$ cat src/rtl/vls_agen_pkg.sv
package vls_agen_pkg;

  typedef enum logic [2:0] {
    M_UNIT = 3'd0,
    M_ELEM = 3'd1,
    M_POST = 3'd2,
    M_UPD  = 3'd3,
    M_BREV = 3'd4
  } agen_mode_e;

  // smallest L such that 2**L >= vl
  function automatic int unsigned f_levels(input int unsigned vl);
    int unsigned lv;
    lv = 0;
    for (int k = 31; k >= 0; k--) begin
      if (vl <= (32'd1 << k)) lv = k;
    end
    return lv;
  endfunction

  function automatic logic f_is_update(input agen_mode_e m);
    return (m == M_POST) || (m == M_UPD);
  endfunction

endpackage

$ cat src/rtl/vls_agen_idx.sv
module vls_agen_idx #(
  parameter int VLW = 7
) (
  input  logic           clk,
  input  logic           rst_n,
  input  logic           load,
  input  logic           step,
  input  logic [VLW-1:0] vl,
  output logic [VLW-1:0] idx,
  output logic           is_last
);
  logic [VLW-1:0] vl_q;

  always_ff @(posedge clk or negedge rst_n) begin
    if (!rst_n) begin
      idx  <= '0;
      vl_q <= '0;
    end else if (load) begin
      idx  <= '0;
      vl_q <= vl;
    end else if (step) begin
      idx <= idx + 1'b1;
    end
  end

  assign is_last = (idx + 1'b1) == vl_q;
endmodule

$ cat src/rtl/vls_agen_base.sv
module vls_agen_base #(
  parameter int AW = 64
) (
  input  logic          clk,
  input  logic          rst_n,
  input  logic          load,
  input  logic [AW-1:0] load_val,
  input  logic          step,
  input  logic [AW-1:0] delta,
  output logic [AW-1:0] cur,
  output logic [AW-1:0] nxt
);
  assign nxt = cur + delta;

  always_ff @(posedge clk or negedge rst_n) begin
    if (!rst_n)     cur <= '0;
    else if (load)  cur <= load_val;
    else if (step)  cur <= nxt;
  end
endmodule

$ cat src/rtl/vls_agen_calc.sv
module vls_agen_calc
  import vls_agen_pkg::*;
#(
  parameter int AW  = 64,
  parameter int SZW = 4,
  parameter int VLW = 7,
  parameter int SHW = 3,
  localparam int LVW = $clog2(VLW + 1)
) (
  input  agen_mode_e     mode,
  input  logic [AW-1:0]  base0,
  input  logic [AW-1:0]  run_base,
  input  logic [AW-1:0]  run_next,
  input  logic [AW-1:0]  disp,
  input  logic [SZW-1:0] size,
  input  logic [VLW-1:0] idx,
  input  logic [LVW-1:0] levels,
  input  logic [SHW-1:0] shift,
  output logic [AW-1:0]  addr,
  output logic [VLW-1:0] rev_idx
);
  logic [VLW-1:0] rev_full;
  logic [LVW-1:0] rsh;

  for (genvar b = 0; b < VLW; b++) begin : g_rev
    assign rev_full[b] = idx[VLW-1-b];
  end

  assign rsh     = LVW'(VLW) - levels;
  assign rev_idx = rev_full >> rsh;

  function automatic logic [AW-1:0] f_unit(input logic [AW-1:0] b,
      input logic [AW-1:0] d, input logic [SZW-1:0] sz,
      input logic [VLW-1:0] i);
    return b + d + AW'(sz) * AW'(i);
  endfunction

  function automatic logic [AW-1:0] f_elem(input logic [AW-1:0] b,
      input logic [AW-1:0] d, input logic [VLW-1:0] i);
    return b + d * AW'(i);
  endfunction

  function automatic logic [AW-1:0] f_brev(input logic [AW-1:0] b,
      input logic [AW-1:0] d, input logic [SZW-1:0] sz,
      input logic [VLW-1:0] r, input logic [SHW-1:0] sh);
    logic [AW-1:0] off;
    off = d * AW'(sz) * AW'(r);
    return b + (off << sh);
  endfunction

  always_comb begin
    unique case (mode)
      M_ELEM:  addr = f_elem(base0, disp, idx);
      M_POST:  addr = run_base;
      M_UPD:   addr = run_next;
      M_BREV:  addr = f_brev(base0, disp, size, rev_idx, shift);
      default: addr = f_unit(base0, disp, size, idx);
    endcase
  end
endmodule

$ cat src/rtl/vls_agen.sv
module vls_agen
  import vls_agen_pkg::*;
#(
  parameter int AW  = 64,
  parameter int DW  = 16,
  parameter int SZW = 4,
  parameter int VLW = 7,
  parameter int SHW = 3
) (
  input  logic           clk,
  input  logic           rst_n,
  input  logic           in_valid,
  output logic           in_ready,
  input  logic [2:0]     in_mode,
  input  logic           in_ra_zero,
  input  logic [AW-1:0]  in_ra_val,
  input  logic [DW-1:0]  in_disp,
  input  logic [SZW-1:0] in_size,
  input  logic [VLW-1:0] in_vl,
  input  logic [SHW-1:0] in_shift,
  output logic           out_valid,
  input  logic           out_ready,
  output logic [AW-1:0]  out_addr,
  output logic [VLW-1:0] out_idx,
  output logic           out_done,
  output logic           wb_en,
  output logic [AW-1:0]  wb_base
);
  localparam int LVW = $clog2(VLW + 1);

  // named events for the checker
  logic           busy;
  logic           start_fire;
  logic           elem_fire;
  agen_mode_e     cur_mode;
  logic [AW-1:0]  cur_disp;
  logic [SZW-1:0] cur_size;

  logic [AW-1:0]  cur_base0;
  logic [SHW-1:0] cur_shift;
  logic [LVW-1:0] cur_levels;
  logic [AW-1:0]  disp_sext;
  logic [AW-1:0]  base_eff;
  agen_mode_e     mode_res;
  logic           is_last;
  logic [AW-1:0]  run_base;
  logic [AW-1:0]  run_next;
  logic [VLW-1:0] rev_idx;

  assign disp_sext  = {{(AW-DW){in_disp[DW-1]}}, in_disp};
  assign base_eff   = in_ra_zero ? '0 : in_ra_val;
  assign in_ready   = !busy;
  assign start_fire = in_valid && in_ready;
  assign out_valid  = busy;
  assign elem_fire  = out_valid && out_ready;

  // element stride with a zero displacement degenerates to unit stride
  always_comb begin
    mode_res = agen_mode_e'(in_mode);
    if (mode_res == M_ELEM && in_disp == '0) mode_res = M_UNIT;
  end

  always_ff @(posedge clk or negedge rst_n) begin
    if (!rst_n) begin
      busy       <= 1'b0;
      cur_mode   <= M_UNIT;
      cur_base0  <= '0;
      cur_disp   <= '0;
      cur_size   <= '0;
      cur_shift  <= '0;
      cur_levels <= '0;
    end else begin
      if (start_fire) begin
        busy       <= (in_vl != '0);
        cur_mode   <= mode_res;
        cur_base0  <= base_eff;
        cur_disp   <= disp_sext;
        cur_size   <= in_size;
        cur_shift  <= in_shift;
        cur_levels <= LVW'(f_levels(32'(in_vl)));
      end else if (elem_fire && is_last) begin
        busy <= 1'b0;
      end
    end
  end

  vls_agen_idx #(.VLW(VLW)) u_idx (
    .clk     (clk),
    .rst_n   (rst_n),
    .load    (start_fire),
    .step    (elem_fire),
    .vl      (in_vl),
    .idx     (out_idx),
    .is_last (is_last)
  );

  vls_agen_base #(.AW(AW)) u_base (
    .clk      (clk),
    .rst_n    (rst_n),
    .load     (start_fire),
    .load_val (base_eff),
    .step     (elem_fire),
    .delta    (cur_disp),
    .cur      (run_base),
    .nxt      (run_next)
  );

  vls_agen_calc #(.AW(AW), .SZW(SZW), .VLW(VLW), .SHW(SHW)) u_calc (
    .mode     (cur_mode),
    .base0    (cur_base0),
    .run_base (run_base),
    .run_next (run_next),
    .disp     (cur_disp),
    .size     (cur_size),
    .idx      (out_idx),
    .levels   (cur_levels),
    .shift    (cur_shift),
    .addr     (out_addr),
    .rev_idx  (rev_idx)
  );

  assign out_done = busy && is_last;
  assign wb_en    = out_done && f_is_update(cur_mode);
  assign wb_base  = run_next;
endmodule

$ cat config.mk
export PLATFORM = sky130hd
export DESIGN_NAME = vls_agen
export DESIGN_NICKNAME = d
export VERILOG_FILES = /design/src/rtl/vls_agen_pkg.sv /design/src/rtl/vls_agen_idx.sv /design/src/rtl/vls_agen_base.sv /design/src/rtl/vls_agen_calc.sv /design/src/rtl/vls_agen.sv
export SDC_FILE = /design/constraint.sdc
export NUM_CORES = 2
export LEC_CHECK = 0
export ABC_CLOCK_PERIOD_IN_PS = 16300
export BUFFER_PORTS_ARGS = -buffer_cell sky130_fd_sc_hd__buf_2
export CAP_MARGIN = 10
export CORE_UTILIZATION = 45
export DETAILED_ROUTE_END_ITERATION = 10
export GPL_ROUTABILITY_DRIVEN = 0
export GPL_TIMING_DRIVEN = 0
export PLACE_DENSITY = 0.62
export SLEW_MARGIN = 20
export SYNTH_ARGS = -nofsm -noshare
export SYNTH_HDL_FRONTEND = slang
export SYNTH_SLANG_ARGS = --single-unit
$ cat constraint.sdc
create_clock -name clk -period 16.3 [get_ports clk]
set_clock_uncertainty 0.1 [all_clocks]
set_input_delay 0.815 -clock clk [delete_from_list [all_inputs] [get_ports clk]]
set_output_delay 0.815 -clock clk [all_outputs]
set_load 0.05 [all_outputs]
# Word level (Yosys, flattened, before mapping)
# Cells that the tools add are included.
[totals] elab_cells=64 input_bits=102 out_inout_bits=139 regBits=172
[classes] add_sub_neg=7 mux=16 n_eq_ne=6 n_shift=2 magnitude_cmp=7 mul=4 reduce_logical=12
[ops] cell="64-bit adder" n=4
[ops] cell="64-bit one-hot mux with 4 select lines" n=1
[ops] cell="64-bit 2-to-1 mux" n=3
[ops] cell="64-bit by 11-bit adder with 64-bit output" n=1
[ops] cell="64-bit by 7-bit multiplier with 64-bit output" n=1
[ops] cell="64-bit by 3-bit left shift with 64-bit output" n=1
[ops] cell="16-bit by 8-bit multiplier with 24-bit output" n=1
[ops] cell="16-bit by 5-bit multiplier with 21-bit output" n=1
[ops] cell="3-bit 2-to-1 mux" n=7
[ops] cell="16-bit logical NOT" n=1
[ops] cell="7-bit 2-to-1 mux" n=2
[ops] cell="4-bit by 7-bit multiplier with 11-bit output" n=1
[ops] cell="7-bit by 1-bit adder with 7-bit output (second input constant)" n=1
[ops] cell="7-bit equality test" n=1
[ops] cell="7-bit by 1-bit less-or-equal comparator with 1-bit output (second input constant)" n=1
[ops] cell="7-bit by 2-bit less-or-equal comparator with 1-bit output (second input constant)" n=1
[ops] cell="7-bit by 3-bit less-or-equal comparator with 1-bit output (second input constant)" n=1
[ops] cell="7-bit by 4-bit less-or-equal comparator with 1-bit output (second input constant)" n=1
[ops] cell="7-bit by 5-bit less-or-equal comparator with 1-bit output (second input constant)" n=1
[ops] cell="7-bit by 6-bit less-or-equal comparator with 1-bit output (second input constant)" n=1
[ops] cell="7-bit less-or-equal comparator (second input constant)" n=1
[ops] cell="7-bit nonzero test" n=1
[ops] cell="7-bit by 3-bit right shift with 7-bit output" n=1
[ops] cell="3-bit by 1-bit equality test with 1-bit output (second input constant)" n=2
[ops] cell="other kinds (8)" n=17

# Depth between registers and ports, before layout
[logic_depth] depth_word=8 depth_mapped=55 ltp_nobuf=52

# Cells and area by module
# Synthesis repeated with hierarchy kept, for this count alone.
[unflattened] cells_unflattened=7632 area_unflattened_um2=60635.7
[modules_own_cells] mod="vls_agen_calc" instances=1 seq_area_each_um2=0.0 cells_per_inst=6357 area_per_inst_um2=49047.0
[modules_own_cells] mod="vls_agen_base" instances=1 seq_area_each_um2=1601.5 cells_per_inst=847 area_per_inst_um2=6730.2
[modules_own_cells] mod="vls_agen" instances=1 seq_area_each_um2=2352.3 cells_per_inst=361 area_per_inst_um2=4121.5
[modules_own_cells] mod="vls_agen_idx" instances=1 seq_area_each_um2=350.3 cells_per_inst=67 area_per_inst_um2=737.0

# Worst setup path before layout
# No wires, ideal clock.
[synth_timing] path_kind="register to output" start="register cur_disp[15] (netlist name)" end="output port out_addr[39]" t_required_ns=15.385 setup_slack_ns=1.687 stages_incl_launch_ff=48 path_buffers=2 arrival_time_ns=13.698 cell_sequence="dfrtp_1 clkbuf_1 nand2_1 inv_1 ha_1 fa_1 inv_1 fa_1 inv_1 ha_1 nand3_1 a2111oi_1 o31ai_1 xnor2_1 nand2_1 fa_1 inv_1 fa_1 (+12 left out) fa_1 mux2i_1 nor2_1 a31oi_1 and2_1 a221oi_1 ha_1 clkbuf_1 and3_1 a31oi_1 o21ai_0 o22ai_1 nor2b_1 a21oi_1 xor2_1 a21oi_1 a21boi_0 nor4_1"
[synth_between] elab_chain_cells=5 elab_cells_between_ends=10 cone_classes="add/sub (5); mul (3); shift (1); mux (1)"
[synth_rtl] element="16-bit by 5-bit multiplier with 21-bit output" line_no="vls_agen_calc.sv:47" rtl="off = d * AW'(sz) * AW'(r);"
[synth_rtl] element="64-bit by 7-bit multiplier with 64-bit output" line_no="vls_agen_calc.sv:47"
[synth_rtl] element="64-bit by 3-bit left shift with 64-bit output" line_no="vls_agen_calc.sv:48" rtl="return b + (off << sh);"
[synth_rtl] element="64-bit adder" line_no="vls_agen_calc.sv:48"
[synth_rtl] element="64-bit one-hot mux with 4 select lines *" line_no="vls_agen_calc.sv:52" rtl="unique case (mode)"
[synth_rtl] element="to (decl)" line_no="vls_agen.sv:23" rtl="output logic [AW-1:0] out_addr,"
# Mark *: on every way between the ends. The rest lies on a longest branch, timed or not.

# Worst setup path in the final report
[layout_timing] start="register cur_disp[0]" end="output port out_addr[62]"
[layout_between] elab_chain_cells=5 elab_cells_between_ends=10 cone_classes="add/sub (5); mul (3); shift (1); mux (1)"
[layout_rtl] element="from (decl)" line_no="vls_agen.sv:36" rtl="logic [AW-1:0] cur_disp;"
[layout_rtl] element="from (signal assigned)" line_no="vls_agen.sv:77" rtl="cur_disp <= disp_sext;"
[layout_rtl] element="16-bit by 5-bit multiplier with 21-bit output" line_no="vls_agen_calc.sv:47"
[layout_rtl] element="64-bit by 7-bit multiplier with 64-bit output" line_no="vls_agen_calc.sv:47"
[layout_rtl] element="64-bit by 3-bit left shift with 64-bit output" line_no="vls_agen_calc.sv:48"
[layout_rtl] element="64-bit adder" line_no="vls_agen_calc.sv:48"
[layout_rtl] element="64-bit one-hot mux with 4 select lines *" line_no="vls_agen_calc.sv:52"
# Marks and branches as above.

==> qor.csv <==
stage,metric,value,unit
floorplan,I/O pins,241,
setup_path,crit path launch type,flop,
global_route,vias in the first global route,34419,
timing,endpoints failing hold,0,
finish,nets@finish,5641,
finish,Layout area overhead,9.531,%
floorplan,Rows,103,
synthesis,"Cell Area, Synth",36040,um^2
timing,FMAX,64.25,MHz
timing,endpoints failing setup,0,
global_route,first-pass GRT wire length,211700,um
flow_run,max_cap viols,0,
placed_design,hpwl dp,115100,um
route,DRT Wirelength,141000,um
timing,Slew HR,0.1441,
clock_network,clock slew at reported path FFs,0.10,ns
finish,Reg area,4309,um^2
status,status,"finished, final reports clean",
synthesis,register area share after synthesis,0.1194,
timing,Slew Limit Fails,0,
floorplan,die height,285.0,um
synthesis,share of async-settable or async-resettable flops after synthesis,1.000,
setup_path,crit-path leading delay family,compound AO/OA/AOI/OAI gates,
finish,"commonest non-fill, non-tap cell in the layout",nand2_1,
synthesis,Mapped Nets,5374,
floorplan,starting density of the core,0.4554,
setup_path,CP Class,flop to primary output,
setup_path,"Max stage delay cell, worst path",fa_1,
setup_path,CP dominant cell by count,fa_1,
synthesis,ys flop type,dfrtp_1,
finish,multi-input logic area,29480,um^2
route,DRT Pass-1 Iters,9,
finish,Final Core Density,0.4988,
clock_network,Clock Path Buffers,2,
setup_path,crit path max fanout,10,
floorplan,core area,79130,um^2
clock_network,H-tree depth,4,
synthesis,cell taking the most area after synthesis,ha_1,
placed_design,# port buffers,238,
synthesis,Ys Warns,0,
timing,Final min period,15.56,ns
floorplan,Die Area,81220,um^2
synthesis,distinct cell type count of the synthesized netlist,97,
synthesis,top post-synthesis cells by area,"ha_1 15%, fa_1 15%, dfrtp_1 12%",
setup_path,CP Capture Type,primary output,
synthesis,Post-synth EDFFs,0,
setup_path,CP max stage delay,0.57,ns
setup_path,worst endpoint data arrival time,14.65,ns
clock_network,clock root cell,clkbuf_16,
finish,filler instances,8014,
synthesis,syn_area_per_cell,7.880,um^2
route,drt wl/cell,23.88,um
floorplan,die width,285.0,um
setup_path,Buf/Inv on CP,9,
route,DRC violations left,0,
global_route,GRT overflow,0,
min_path,Hold Path Class,input port to asynchronous set/reset pin,
clock_network,clk sinks,172,
finish,share of post-route cells with drive strength above 1,0.08263,
clock_network,cts bufs inserted,17,
clock_network,CTS tree,yes,
global_route,largest net degree at the start of global routing,92,
route,vias post-DR,35989,
synthesis,share of the synthesized area in the top cell type,0.1507,
synthesis,Synth Register Bits,172,
timing,worst hold margin,0.1819,ns
timing,measured slew at the worst slew-check pin,1.284,ns
clock_network,# hold bufs at CTS,0,
route,Vias/cell,6.096,
setup_path,Crit path required time,15.39,ns
finish,"commonest cells after routing, fill and taps aside","597 x nand2_1, 434 x ha_1, 391 x inv_1",
clock_network,latest clock arrival within the worst-skew pair,0.53,ns
global_route,gr usage total,0.3436,
route,ANT nets after route,0,
synthesis,cells after synthesis,4573,
route,Iter 0 DRT Violations,3994,
global_route,initial antenna violation count,3,
timing,final critical-path share of the clock period,0.9549,
final timing paths:
| path | cells past startpoint | slack [ns] | endpoint | from |
|---|---|---|---|---|
| hold reg to reg | 2 | 0.41 | u_idx.vl_q[0] | u_idx.vl_q[0] |
| min in group clk | 3 | 0.40 | cur_size[3] | in_size[3] |
| max in group asynchronous | 3 | 14.97 | cur_disp[15] | rst_n |
| hold / removal | 2 | 0.18 | u_base.cur[40] | rst_n |
| setup reg to reg | 13 | 10.62 | u_base.cur[62] | cur_disp[15] |
| setup / recovery | 55 | 0.74 | out_addr[62] | cur_disp[0] |
metal layers:
layer / vias to the layer above / global-route usage / routed length (um)
li1: 16504 / - / -
met1: 17297 / 0.4586 / 58230
met2: 1810 / 0.5386 / 61850
met3: 376 / 0.04888 / 12170
met4: 2 / 0.1825 / 8740
met5: - / 0 / 11
synthesized netlist by cell type, types with 49 or more instances:
master,count
nor2_1,298
mux2i_1,105
inv_1,391
nand3_1,74
nand4_1,49
xor2_1,94
fa_1,265
o211ai_1,50
xnor2_1,150
o21ai_0,266
dfrtp_1,172
nor3_1,50
a21o_1,131
nand3b_1,54
clkbuf_1,215
and2_1,182
o21bai_1,50
ha_1,434
a21oi_1,344
nand2_1,597
flip-flops by register name, indices dropped and copies added, names as in the netlist:
register,flops
cur_disp,16
out_valid,1
cur_size,4
cur_levels,3
u_idx.idx,7
u_idx.vl_q,7
cur_base0,64
cur_mode,3
u_base.cur,64
cur_shift,3
final cells by class:
class,count,area share
Multi-Input combinational cell,3772,0.7470
Sequential cell,172,0.1092
Inverter,395,0.03756
Timing Repair Buffer,248,0.03471
Tap cell,1050,0.03328
Buffer,234,0.02273
Clock buffer,18,0.01113
Clock inverter,14,0.004375
Antenna cell,1,0.00006340
stage by stage:
step | setup WS, ns | instance area (um^2) | std cells | TNS, ns
global route | -0.0005596 | 39470 | 5903 | -0.0005596
detailed placement | 0.4741 | 38730 | 5869 | 0
finish | 0.7359 | 39470 | 5904 | 0
global placement | -1.633 | 38540 | 5861 | -35.95
CTS | 0.1472 | 39350 | 5901 | 0
floorplan | 1.687 | 36040 | 4573 | 0
logic make-up after synthesis:
| family | after synthesis | synth area share |
|---|---|---|
| compound gates | 1211 | 0.2197 |
| mux | 142 | 0.04448 |
| simple gates | 1476 | 0.1934 |
| xor+xnor | 244 | 0.05930 |
| flops | 172 | 0.1194 |
| buf+inv | 629 | 0.06576 |
| fa+ha+maj | 699 | 0.2979 |
what timing repair did:
| item | in CTS | in global routing |
|---|---|---|
| pin swaps | 0 | 2 |
| buffers inserted | 0 | 2 |
| resized for setup | 1 | 24 |
| endpoints found under the setup margin | 3 | 24 |
Power is left out: the tool's default activity adds up to more than one toggle a clock period on the data nets, which glitch-free logic cannot reach.
